## config.mk

```make
export PLATFORM = sky130hd
export DESIGN_NAME = adc_seq_ctrl
export DESIGN_NICKNAME = d
export VERILOG_FILES = /design/src/rtl/adc_seq_pkg.sv /design/src/rtl/adc_chan_map.sv /design/src/rtl/adc_rd_strobe.sv /design/src/rtl/adc_quiet_timer.sv /design/src/rtl/adc_seq_ctrl.sv
export SDC_FILE = /design/constraint.sdc
export NUM_CORES = 1
export LEC_CHECK = 0
export ABC_CLOCK_PERIOD_IN_PS = 2520
export BUFFER_PORTS_ARGS = -buffer_cell sky130_fd_sc_hd__buf_2
export CAP_MARGIN = 20
export CORE_MARGIN = 2
export CORE_UTILIZATION = 49
export CTS_CLUSTER_SIZE = 10
export DETAILED_ROUTE_END_ITERATION = 6
export PLACE_DENSITY = 0.75
export SYNTH_ARGS = -nofsm -noshare
export SYNTH_HDL_FRONTEND = slang
export SYNTH_HIERARCHICAL = 1
export SYNTH_SLANG_ARGS = --single-unit
```

## constraint.sdc

```tcl
create_clock -name clk -period 2.52 [get_ports clk]
set_input_delay 0.126 -clock clk [delete_from_list [all_inputs] [get_ports clk]]
set_output_delay 0.126 -clock clk [all_outputs]
set_load 0.05 [all_outputs]
```

## src/rtl/adc_seq_pkg.sv

```systemverilog
package adc_seq_pkg;

   typedef enum logic [2:0] {
      ST_IDLE,
      ST_ARM,
      ST_CNV,
      ST_WAIT,
      ST_READ
   } seq_st_t;

   function automatic int unsigned ceil_div(input int unsigned num, input int unsigned den);
      return (num + den - 1) / den;
   endfunction

endpackage

```

## src/rtl/adc_chan_map.sv

```systemverilog
module adc_chan_map #(
   parameter int NCH = 4,
   localparam int CIW = $clog2(NCH),
   localparam int CW  = $clog2(NCH + 1)
) (
   input  logic [NCH-1:0] mask_i,
   input  logic [CIW-1:0] idx_i,
   output logic [CIW-1:0] chan_o,
   output logic           last_o
);

   logic [CW-1:0] seen;

   // k-th lowest set bit of the mask, and whether k is the final one
   always_comb begin
      seen   = '0;
      chan_o = '0;
      for (int i = 0; i < NCH; i++) begin
         if (mask_i[i]) begin
            if (seen == CW'(idx_i)) chan_o = CIW'(i);
            seen = seen + CW'(1);
         end
      end
      last_o = (seen == (CW'(idx_i) + CW'(1)));
   end

   always_comb begin
      if (last_o) assert_last_in_mask_R3 : assert (mask_i[chan_o]);
   end

endmodule

```

## src/rtl/adc_rd_strobe.sv

```systemverilog
module adc_rd_strobe #(
   parameter int RD_CYC = 3,
   localparam int CNT_W = $clog2(RD_CYC + 1)
) (
   input  logic clk,
   input  logic rst_n,
   input  logic go_i,
   output logic active_o,
   output logic fire_o
);

   if (RD_CYC < 1) begin : g_bad_rd
      $error("RD_CYC must be at least 1");
   end

   logic [CNT_W-1:0] cnt_q;

   assign fire_o = active_o && (cnt_q == CNT_W'(RD_CYC - 1));

   always_ff @(posedge clk) begin
      if (!rst_n) begin
         active_o <= 1'b0;
         cnt_q    <= '0;
      end else if (go_i) begin
         active_o <= 1'b1;
         cnt_q    <= '0;
      end else if (active_o) begin
         if (fire_o) active_o <= 1'b0;
         else        cnt_q    <= cnt_q + CNT_W'(1);
      end
   end

   // independent width monitor for the strobe
   logic [CNT_W-1:0] low_q;
   always_ff @(posedge clk) begin
      if (!rst_n)        low_q <= '0;
      else if (active_o) low_q <= low_q + CNT_W'(1);
      else               low_q <= '0;
   end

   assert_rd_width_R4 : assert property (@(posedge clk) disable iff (!rst_n)
      $fell(active_o) |-> (low_q == CNT_W'(RD_CYC)));

endmodule

```

## src/rtl/adc_quiet_timer.sv

```systemverilog
module adc_quiet_timer #(
   parameter int QCYC = 25,
   localparam int QW = $clog2(QCYC + 1)
) (
   input  logic clk,
   input  logic rst_n,
   input  logic load_i,
   output logic clear_o
);

   if (QCYC < 1) begin : g_bad_q
      $error("QCYC must be at least 1");
   end

   logic [QW-1:0] cnt_q;

   always_ff @(posedge clk) begin
      if (!rst_n)            cnt_q <= '0;
      else if (load_i)       cnt_q <= QW'(QCYC);
      else if (cnt_q != '0)  cnt_q <= cnt_q - QW'(1);
   end

   assign clear_o = (cnt_q == '0);

   assert_quiet_hold_R8 : assert property (@(posedge clk) disable iff (!rst_n)
      load_i |=> !clear_o);

endmodule

```

## src/rtl/adc_seq_ctrl.sv

```systemverilog
module adc_seq_ctrl
   import adc_seq_pkg::*;
#(
   parameter int NCH      = 4,
   parameter int DW       = 12,
   parameter int CLK_NS   = 4,
   parameter int QUIET_NS = 100,
   parameter int CNV_CYC  = 4,
   parameter int RD_CYC   = 3,
   parameter bit CS_TIED  = 1'b0,
   localparam int CIW       = $clog2(NCH),
   localparam int QUIET_CYC = int'(ceil_div(QUIET_NS, CLK_NS)),
   localparam int CCW       = $clog2(CNV_CYC + 1),
   localparam int GW        = $clog2(QUIET_CYC + 1)
) (
   input  logic           clk,
   input  logic           rst_n,
   input  logic           start_i,
   input  logic [NCH-1:0] chan_en_i,
   output logic           cnv_start_o,
   input  logic           eoc_n_i,
   input  logic           first_i,
   output logic           cs_n_o,
   output logic           rd_n_o,
   input  logic [DW-1:0]  data_i,
   output logic           res_valid_o,
   output logic [CIW-1:0] res_chan_o,
   output logic [DW-1:0]  res_data_o,
   output logic           done_o,
   output logic           align_err_o
);

   if (NCH < 2) begin : g_bad_nch
      $error("NCH must be at least 2");
   end
   if (QUIET_NS < 50 || QUIET_NS > 100) begin : g_bad_quiet
      $error("QUIET_NS must lie between 50 and 100");
   end
   if (CNV_CYC < 1 || CLK_NS < 1 || DW < 1) begin : g_bad_misc
      $error("CNV_CYC, CLK_NS and DW must be positive");
   end

   seq_st_t        st_q;
   logic [NCH-1:0] mask_q;
   logic [CIW-1:0] idx_q;
   logic [CCW-1:0] cnv_cnt_q;
   logic           bad_q;
   logic           eoc_q;
   logic           eoc_fall;
   logic           rd_go, rd_active, rd_fire;
   logic           quiet_clear;
   logic [CIW-1:0] map_chan;
   logic           map_last;
   logic           first_rd, misaligned, seq_bad;

   assign eoc_fall   = eoc_q && !eoc_n_i;
   assign rd_go      = (st_q == ST_WAIT) && eoc_fall;
   assign first_rd   = (idx_q == '0);
   assign misaligned = first_rd && !first_i;
   assign seq_bad    = bad_q || misaligned;

   adc_chan_map #(.NCH(NCH)) u_map (
      .mask_i (mask_q),
      .idx_i  (idx_q),
      .chan_o (map_chan),
      .last_o (map_last)
   );

   adc_rd_strobe #(.RD_CYC(RD_CYC)) u_strobe (
      .clk      (clk),
      .rst_n    (rst_n),
      .go_i     (rd_go),
      .active_o (rd_active),
      .fire_o   (rd_fire)
   );

   adc_quiet_timer #(.QCYC(QUIET_CYC)) u_quiet (
      .clk     (clk),
      .rst_n   (rst_n),
      .load_i  (rd_fire && map_last),
      .clear_o (quiet_clear)
   );

   always_ff @(posedge clk) begin
      if (!rst_n) eoc_q <= 1'b1;
      else        eoc_q <= eoc_n_i;
   end

   always_ff @(posedge clk) begin
      if (!rst_n) begin
         st_q        <= ST_IDLE;
         mask_q      <= '0;
         idx_q       <= '0;
         cnv_cnt_q   <= '0;
         bad_q       <= 1'b0;
         res_valid_o <= 1'b0;
         res_chan_o  <= '0;
         res_data_o  <= '0;
         done_o      <= 1'b0;
         align_err_o <= 1'b0;
      end else begin
         res_valid_o <= 1'b0;
         done_o      <= 1'b0;
         align_err_o <= 1'b0;
         unique case (st_q)
            ST_IDLE: begin
               if (start_i && (chan_en_i != '0)) begin
                  mask_q <= chan_en_i;
                  st_q   <= ST_ARM;
               end
            end
            ST_ARM: begin
               if (quiet_clear) begin
                  st_q      <= ST_CNV;
                  cnv_cnt_q <= '0;
                  idx_q     <= '0;
                  bad_q     <= 1'b0;
               end
            end
            ST_CNV: begin
               if (cnv_cnt_q == CCW'(CNV_CYC - 1)) st_q <= ST_WAIT;
               else cnv_cnt_q <= cnv_cnt_q + CCW'(1);
            end
            ST_WAIT: begin
               if (eoc_fall) st_q <= ST_READ;
            end
            ST_READ: begin
               if (rd_fire) begin
                  bad_q       <= seq_bad;
                  res_valid_o <= !seq_bad;
                  res_chan_o  <= map_chan;
                  res_data_o  <= data_i;
                  align_err_o <= misaligned;
                  done_o      <= map_last;
                  if (map_last) begin
                     st_q <= ST_IDLE;
                  end else begin
                     idx_q <= idx_q + CIW'(1);
                     st_q  <= ST_WAIT;
                  end
               end
            end
            default: st_q <= ST_IDLE;
         endcase
      end
   end

   assign cnv_start_o = (st_q == ST_CNV);
   assign rd_n_o      = !rd_active;

   if (CS_TIED) begin : g_cs_tied
      assign cs_n_o = 1'b0;
   end else begin : g_cs_seq
      assign cs_n_o = !((st_q == ST_CNV) || (st_q == ST_WAIT) || (st_q == ST_READ));

      assert_cs_covers_rd_R9 : assert property (@(posedge clk) disable iff (!rst_n)
         !rd_n_o |-> !cs_n_o);
   end

   // cycles with the read strobe high since the latest read, saturating
   logic [GW-1:0] gap_q;
   always_ff @(posedge clk) begin
      if (!rst_n)                      gap_q <= GW'(QUIET_CYC);
      else if (!rd_n_o)                gap_q <= '0;
      else if (gap_q != GW'(QUIET_CYC)) gap_q <= gap_q + GW'(1);
   end

   assert_quiet_gap_R8 : assert property (@(posedge clk) disable iff (!rst_n)
      $rose(cnv_start_o) |-> (gap_q == GW'(QUIET_CYC)));

   assert_no_rd_in_cnv_R3 : assert property (@(posedge clk) disable iff (!rst_n)
      !(cnv_start_o && !rd_n_o));

   assert_err_blocks_valid_R7 : assert property (@(posedge clk) disable iff (!rst_n)
      align_err_o |-> !res_valid_o);

   assert_done_single_R6 : assert property (@(posedge clk) disable iff (!rst_n)
      done_o |=> !done_o);

   assert_valid_after_rd_R5 : assert property (@(posedge clk) disable iff (!rst_n)
      res_valid_o |-> $rose(rd_n_o));

endmodule

```

==> results of run 1 <==
[state kept, by name, indices dropped and copies added, names as in the netlist, 2 cells and up]
signal	flops
u_quiet/cnt_q	5
res_chan_o	2
mask_q	4
idx_q	2
st_q	3
u_strobe/cnt_q	2
res_data_o	12
cnv_cnt_q	3
[power groups by stage]
stage	logic [mW]	registers [mW]	clock network, mW
finish	0.569	0.751	0.521
global route	0.639	0.760	0.568
CTS	0.555	0.749	0.533
detailed placement	0.545	0.762	0
global placement	0.535	0.762	0
floorplan	0.473	0.731	0
[repair_timing]
action	in CTS	in global routing
resized for setup	0	4
setup buffers	0	1
endpoints found under the setup margin	0	8
hold buffers	0	0
[area by class of cell]
| type | instances | area, um^2 | area share (%) |
|---|---|---|---|
| well taps | 50 | 62.6 | 2.66 |
| inverters | 13 | 48.8 | 2.07 |
| flip-flops and latches | 39 | 782 | 33.2 |
| multi-input cells | 160 | 1100 | 46.8 |
| clock inverters | 3 | 43.8 | 1.86 |
| clock buffers | 5 | 68.8 | 2.92 |
| repair buffers | 46 | 245 | 10.4 |
[worst paths after layout]
check                           slack [ns]          end  depth (start not counted)
worst max register to register        0.13      st_q[0]                         12
worst max-delay path                  0.13      st_q[0]                         12
worst min register to register        0.43  res_valid_o                          1
worst min-delay path                  0.03        eoc_q                          2
[logic make-up (layout without fill, tap and decap cells)]
group,count (synthesis),after routing,share of synthesized area [%]
multiplexers,4,4,1.99
AND/OR/NAND/NOR,89,89,25.0
AO/OA/AOI/OAI,45,45,16.0
flip-flops,39,39,38.9
adder cells (fa/ha/maj),9,9,5.61
buffers and inverters,26,67,6.48
XOR/XNOR,13,13,6.04
[per-layer routing]
| layer | track usage, % | vias to the layer above | wire length [um] |
|---|---|---|---|
| met5 | 0 | - | 0 |
| met4 | 8.25 | 0 | 70 |
| met3 | 4.93 | 6 | 126 |
| met2 | 26.2 | 21 | 1710 |
| met1 | 22.2 | 729 | 1830 |
| li1 | - | 838 | - |
[metrics by stage]
| step | setup TNS (ns) | setup slack [ns] | cells | total power, mW |
|---|---|---|---|---|
| after global routing | -0.0545 | -0.0238 | 316 | 1.97 |
| final | 0 | 0.128 | 316 | 1.84 |
| after floorplan | 0 | 0.159 | 225 | 1.20 |
| after CTS | 0 | 0.0261 | 315 | 1.84 |
| after detailed placement | 0 | 0.0648 | 307 | 1.31 |
| after global placement | 0 | 0.150 | 307 | 1.30 |
[placed cells by master (no fill, tap or decap), types with 2 or more instances in the layout]
cell | netlist | routed
o21ai_0 | 4 | 3
clkbuf_8 | 0 | 5
nand3b_1 | 2 | 2
xor2_1 | 3 | 3
o21ai_1 | 4 | 5
and3_1 | 2 | 2
and2b_1 | 2 | 2
and2_1 | 5 | 4
dfxtp_1 | 39 | 38
buf_4 | 3 | 6
o21a_1 | 3 | 3
nor2b_1 | 10 | 10
ha_1 | 9 | 8
nor4b_1 | 2 | 2
nand2_1 | 34 | 34
nand2b_1 | 4 | 4
nor3b_1 | 3 | 3
a211oi_1 | 2 | 2
o211ai_1 | 2 | 2
inv_1 | 13 | 13
nand3_1 | 8 | 8
buf_2 | 3 | 40
a21oi_1 | 4 | 4
mux2i_1 | 4 | 4
a21boi_0 | 16 | 16
nand4bb_1 | 2 | 2
xnor2_1 | 9 | 9
nor3_1 | 4 | 4
nor2_1 | 5 | 5
[worst reg2reg max path, delay by kind of cell, from the launching register on]
family                   cells  cell delay [ns]
AO/OA/AOI/OAI                5             0.64
XOR/XNOR                     1             0.18
adder cells (fa/ha/maj)      2             0.47
flip-flops                   1             0.34
AND/OR/NAND/NOR              4             0.68
==> run_results.csv, run 1 <==
group,metric,value,unit
grt,grt_max_degree,40,
floorplan,die-area,4630,um^2
status,status,"completed",
timing,post-route-period-util,94.9,%
pwr,pwr-share-seq,40.8,%
grt,grt_pass1_wl,5.91,mm
grt,antenna_found_initial,0,
synth,netlist_area,2010,um^2
setup_path,r2r-start,"mask_q[0]",
grt,grt_pass1_vias,1358,
synth,yosysSeqAreaShare,38.9,%
detailed_routing,postRouteAntennaNets,0,
finish,syn_to_final_growth,17.2,%
timing,maxSlewHeadroom,60.0,%
synth,async_flop_share,0,%
setup_path,worstPathRequired,2.71,ns
setup_path,crit_path_top_delay_cell,"dfxtp_2",
clocking,root_buffer,"clkbuf_8",
clocking,cts_max_level,2,
floorplan,initial_utilization,50.6,%
floorplan,std_cell_rows,23,
setup_path,path_cells,"ha_2 > nor2b_1 > or2_1 > ha_1 > nand2b_1 > o31ai_2 > xor2_1 > o211a_1 > o21ai_1 > nand3b_1 > a21oi_1 > a31o_2",
setup_path,critPathKind,"reg2reg",
synth,synth_edf_count,0,
clocking,clk_latency,0.29,ns
synth,avgSynthCellArea,8.93,um^2
clocking,cts.sink_count,39,
clocking,cts_buffers,5,
pwr,power_frac_clock,28.3,%
detailed_routing,routedWlPerCell,11.8,um
floorplan,die_x,68.0,um
setup_path,startpoint,"mask_q[0]",
timing,whs,0.0276,ns
floorplan,boundaryPins,41,
detailed_routing,vias,1594,
finish,num-nets-final,295,
synth,synth_top_area_share,38.9,%
pwr,p_sw,0.583,mW
setup_path,crit_path_max_incr_delay,0.34,ns
min_path,hold_path_class,"in2reg",
synth,synth_nets,255,
timing,hold_viol_final,0,
finish,drive_above_1_share,24.1,%
synth,yosys-top-cells-count,"dfxtp_1 (39), nand2_1 (34), a21boi_0 (16), inv_1 (13), nor2b_1 (10)",
grt,grt-ovfl-total,0,
pwr,internal_power,1.26,mW
timing,report.final.setup_viol,0,
placement,place_congestion,0.857,
detailed_routing,wl,3.73,mm
synth,yosys.area.top_type,"dfxtp_1",
placement,place_area,2230,um^2
min_path,hp-start,"eoc_n_i",
setup_path,crit_family,"simple AND/OR/NAND/NOR gates",
placement,hpwl,2.60,mm
timing,worstMarginPinSlew,0.600,ns
pwr,p_leak,0.978,nW
job,drv_cap,0,
placement,numPortBuffers,40,
finish,final_area,2350,um^2
pwr,power_frac_comb,30.9,%
setup_path,crit_fanout,4,
timing,slew_violations,0,
finish,antenna_cells,0,
detailed_routing,initialDrtViolationCount,68,
timing,grt_setup_unrepaired,"yes",
setup_path,worst_setup_path_end_kind,"register",
floorplan,core-area,3970,um^2
synth,syn_inst,225,
synth,ys_ff_latch,39,
setup_path,critPathArrivalTime,2.58,ns
finish,nFillCells,364,
timing,fmax,418,MHz
synth,synthMostInstantiatedCell,"dfxtp_1",
pwr,peakVddDrop,453,uV
grt,track_usage,17.2,%
clocking,cts_tree,"done",
synth,yosysWarnings,6,
timing,finalClockSkew,0.00745,ns
detailed_routing,dr.pass1.iters,4,
clocking,clockBufferDepth,2,
synth,synth_flop_cell,"dfxtp_1",
detailed_routing,drc,0,
setup_path,crit_buf_inv,0,
setup_path,critPathLaunchType,"register",
synth,ys_types,48,
clocking,clk_pin_slew,0.07,ns
timing,period_needed,2.39,ns
pwr,sw_frac_of_total,31.7,%
pwr,power_density,782,nW/um^2
finish,postLayoutCoreUtil,59.3,%
floorplan,die_h,68.0,um
synth,synth_area_leaders,"dfxtp_1 (39%), nand2_1 (6.4%), a21boi_0 (6.0%)",
detailed_routing,via_per_inst,5.04,
(Power assumes the default switching activity.)
==> run 2, diff against run 1 <==
--- a/config.mk
+++ b/config.mk
@@ -8,12 +8,10 @@
 export ABC_CLOCK_PERIOD_IN_PS = 2520
 export BUFFER_PORTS_ARGS = -buffer_cell sky130_fd_sc_hd__buf_2
 export CAP_MARGIN = 20
-export CORE_MARGIN = 2
 export CORE_UTILIZATION = 49
 export CTS_CLUSTER_SIZE = 10
 export DETAILED_ROUTE_END_ITERATION = 6
 export PLACE_DENSITY = 0.75
 export SYNTH_ARGS = -nofsm -noshare
 export SYNTH_HDL_FRONTEND = slang
-export SYNTH_HIERARCHICAL = 1
 export SYNTH_SLANG_ARGS = --single-unit
==> run_results.csv, run 2 <==
group,metric,value,unit
finish,syn_to_final_growth,20.1,%
finish,seqCellArea,782,um^2
synth,synthMuxAreaShare,2.53,%
synth,yosys.area_share.xor_xnor,7.60,%
setup_path,crit_fanout,5,
grt,grt_pass1_wl,6.93,mm
timing,finalSetupTns,0,ns
synth,yosys-top-cells-count,"dfxtp_1 (39), nand2_1 (37), a21oi_1 (23), nor2_1 (21)",
timing,maxSlewHeadroom,72.8,%
detailed_routing,via_per_inst,5.20,
setup_path,r2r_cells,9,
floorplan,boundaryPins,41,
finish,layout_common_cells,"buf_2 (40), dfxtp_1 (38), nand2_1 (37)",
timing,report.final.setup_viol,0,
clocking,cts_tree,"done",
clocking,cts.sink_count,39,
timing,post-route-period-util,96.5,%
grt,antenna_found_initial,0,
grt,grt-ovfl-total,0,
setup_path,worstPathRequired,2.71,ns
synth,synthAdderAreaFrac,6.33,%
detailed_routing,drc,0,
timing,period_needed,2.43,ns
synth,synth_edf_count,0,
synth,synthMostInstantiatedCell,"dfxtp_1",
synth,synth_area_leaders,"dfxtp_1 (40%), nand2_1 (7.0%), ha_1 (6.3%)",
timing,setup_slack,0.0891,ns
detailed_routing,postRouteAntennaNets,0,
min_path,hold_path_class,"in2reg",
synth,yosysSeqAreaShare,39.5,%
synth,ys_ff_latch,39,
detailed_routing,vias,1684,
finish,final_area,2370,um^2
synth,synth_compound_area_share,14.2,%
placement,place_area,2240,um^2
floorplan,die_h,65.5,um
clocking,clk_pin_slew,0.08,ns
grt,met2_usage,36.0,%
synth,netlist_area,1980,um^2
finish,multi_input_area,1120,um^2
setup_path,critPathArrivalTime,2.62,ns
floorplan,initial_utilization,52.4,%
job,drv_cap,0,
synth,synth_flop_cell,"dfxtp_1",
timing,hold_viol_final,0,
synth,synth_top_area_share,39.5,%
finish,num-nets-final,306,
finish,largest-register,"res_data_o",
clocking,clk_latency,0.29,ns
grt,use_met3,4.51,%
clocking,clockBufferDepth,2,
synth,synth_top_family_by_area,"simple AND/OR/NAND/NOR gates",
clocking,root_buffer,"clkbuf_8",
synth,avgSynthCellArea,8.55,um^2
clocking,cts_buffers,5,
synth,syn_inst,231,
placement,hpwl,2.83,mm
grt,grt_pass1_vias,1634,
synth,synth-simple-area-share,25.3,%
pwr,peakVddDrop,512,uV
floorplan,die_x,65.5,um
pwr,p_leak,1.04,nW
synth,yosysWarnings,0,
synth,async_flop_share,0,%
timing,fmax,411,MHz
detailed_routing,routedWlPerCell,12.4,um
detailed_routing,wl,4.01,mm
setup_path,critPathKind,"reg2reg",
setup_path,crit_buf_inv,0,
detailed_routing,initialDrtViolationCount,75,
setup_path,crit_family,"simple AND/OR/NAND/NOR gates",
setup_path,cp_num_cells,9,
grt,grt.busiest_layer,"met2",
placement,place_ws,0.0783,ns
finish,top_regs,"res_data_o (12), u_quiet.cnt_q (5), mask_q (4)",
setup_path,path_cells,"ha_1 > nor2b_1 > or2_2 > ha_1 > or2b_1 > o31ai_4 > xnor2_2 > or3_4 > and3_1",
setup_path,crit_path_top_delay_cell,"or3_4",
finish,layout.cells.non_filler,324,
min_path,min_path_cells,2,
synth,ys_types,42,
status,status,"completed",
placement,place_congestion,0.807,
timing,slew_violations,0,
setup_path,critPathLaunchType,"register",
finish,nFillCells,329,
floorplan,std_cell_rows,22,
placement,numPortBuffers,40,
setup_path,crit_path_max_incr_delay,0.41,ns
synth,synth_nets,262,
placement,post-place-cells,316,
detailed_routing,dr.pass1.iters,4,
grt,use_met1,25.6,%
finish,antenna_cells,0,
clocking,hold_buffers,0,
grt,track_usage,20.9,%
pwr,power_density,846,nW/um^2
finish,drive_above_1_share,24.3,%
clocking,cts_max_level,2,
finish,layout_commonest_cell,"buf_2",
setup_path,worst_setup_path_end_kind,"register",
setup_path,crit_top_cell,"ha_1",
grt,grt_max_degree,20,
synth,yosys.area.top_type,"dfxtp_1",
floorplan,die-area,4290,um^2
timing,worstMarginPinSlew,0.397,ns
timing,finalClockSkew,0.00754,ns
floorplan,core-area,3770,um^2
finish,largest_register_ffs,12,
-- run 2: metal layers --
metal	wire, um	part of all wire, %	up-vias
met5	0	0	-
met4	44	1.1	0
met3	171	4.3	5
met2	1900	47	40
met1	1890	47	761
li1	-	-	878
-- run 2: worst paths after layout --
check	startpoint	endpoint	slack, ns
worst max-delay path	mask_q[0]	u_quiet.cnt_q[1]	0.09
worst min-delay path	eoc_n_i	eoc_q	0.03
worst max register to register	mask_q[0]	u_quiet.cnt_q[1]	0.09
worst min register to register	bad_q	res_valid_o	0.44
-- run 2: cell type report --
cell class | count | share of cell area, %
flip-flops and latches | 39 | 32.9
inverters | 10 | 1.58
clock buffers | 5 | 2.90
well taps | 48 | 2.53
clock inverters | 3 | 1.85
multi-input cells | 171 | 47.2
repair buffers | 48 | 11.0
-- run 2: through the flow --
stage | hold slack (ns) | total power [mW] | utilization (%)
floorplan | 0.199 | 1.33 | -
global placement | 0.328 | 1.47 | 59.5
detailed placement | 0.336 | 1.48 | 59.5
CTS | 0.0339 | 2.00 | 62.5
global route | 0.0515 | 2.15 | 62.9
finish | 0.0325 | 2.01 | 62.9
-- run 2: where the power goes --
| group | total, mW | leakage [nW] | switching [mW] | internal [mW] |
|---|---|---|---|---|
| logic | 0.702 | 0.666 | 0.365 | 0.337 |
| clock network | 0.526 | 0.0581 | 0.231 | 0.295 |
| registers | 0.779 | 0.317 | 0.0938 | 0.686 |
-- run 2: repair_timing --
item,in CTS,in global routing
gates resized for setup,0,3
setup endpoints to repair,0,8
buffers inserted,0,0
-- run 2: worst reg2reg max path, delay by kind of cell, from the launching register on --
family	cells	cell delay (ns)
and+or+nand+nor	5	1.28
AOI/OAI and AO/OA	1	0.09
xor gates and xnor gates	1	0.13
DFF	1	0.35
adders and majority gates	2	0.49
-- run 2: cell families after synthesis --
family,Yosys count
mux,5
xor+xnor,14
compound gates,43
flops,39
buf+inv,21
simple gates,99
fa+ha+maj,10
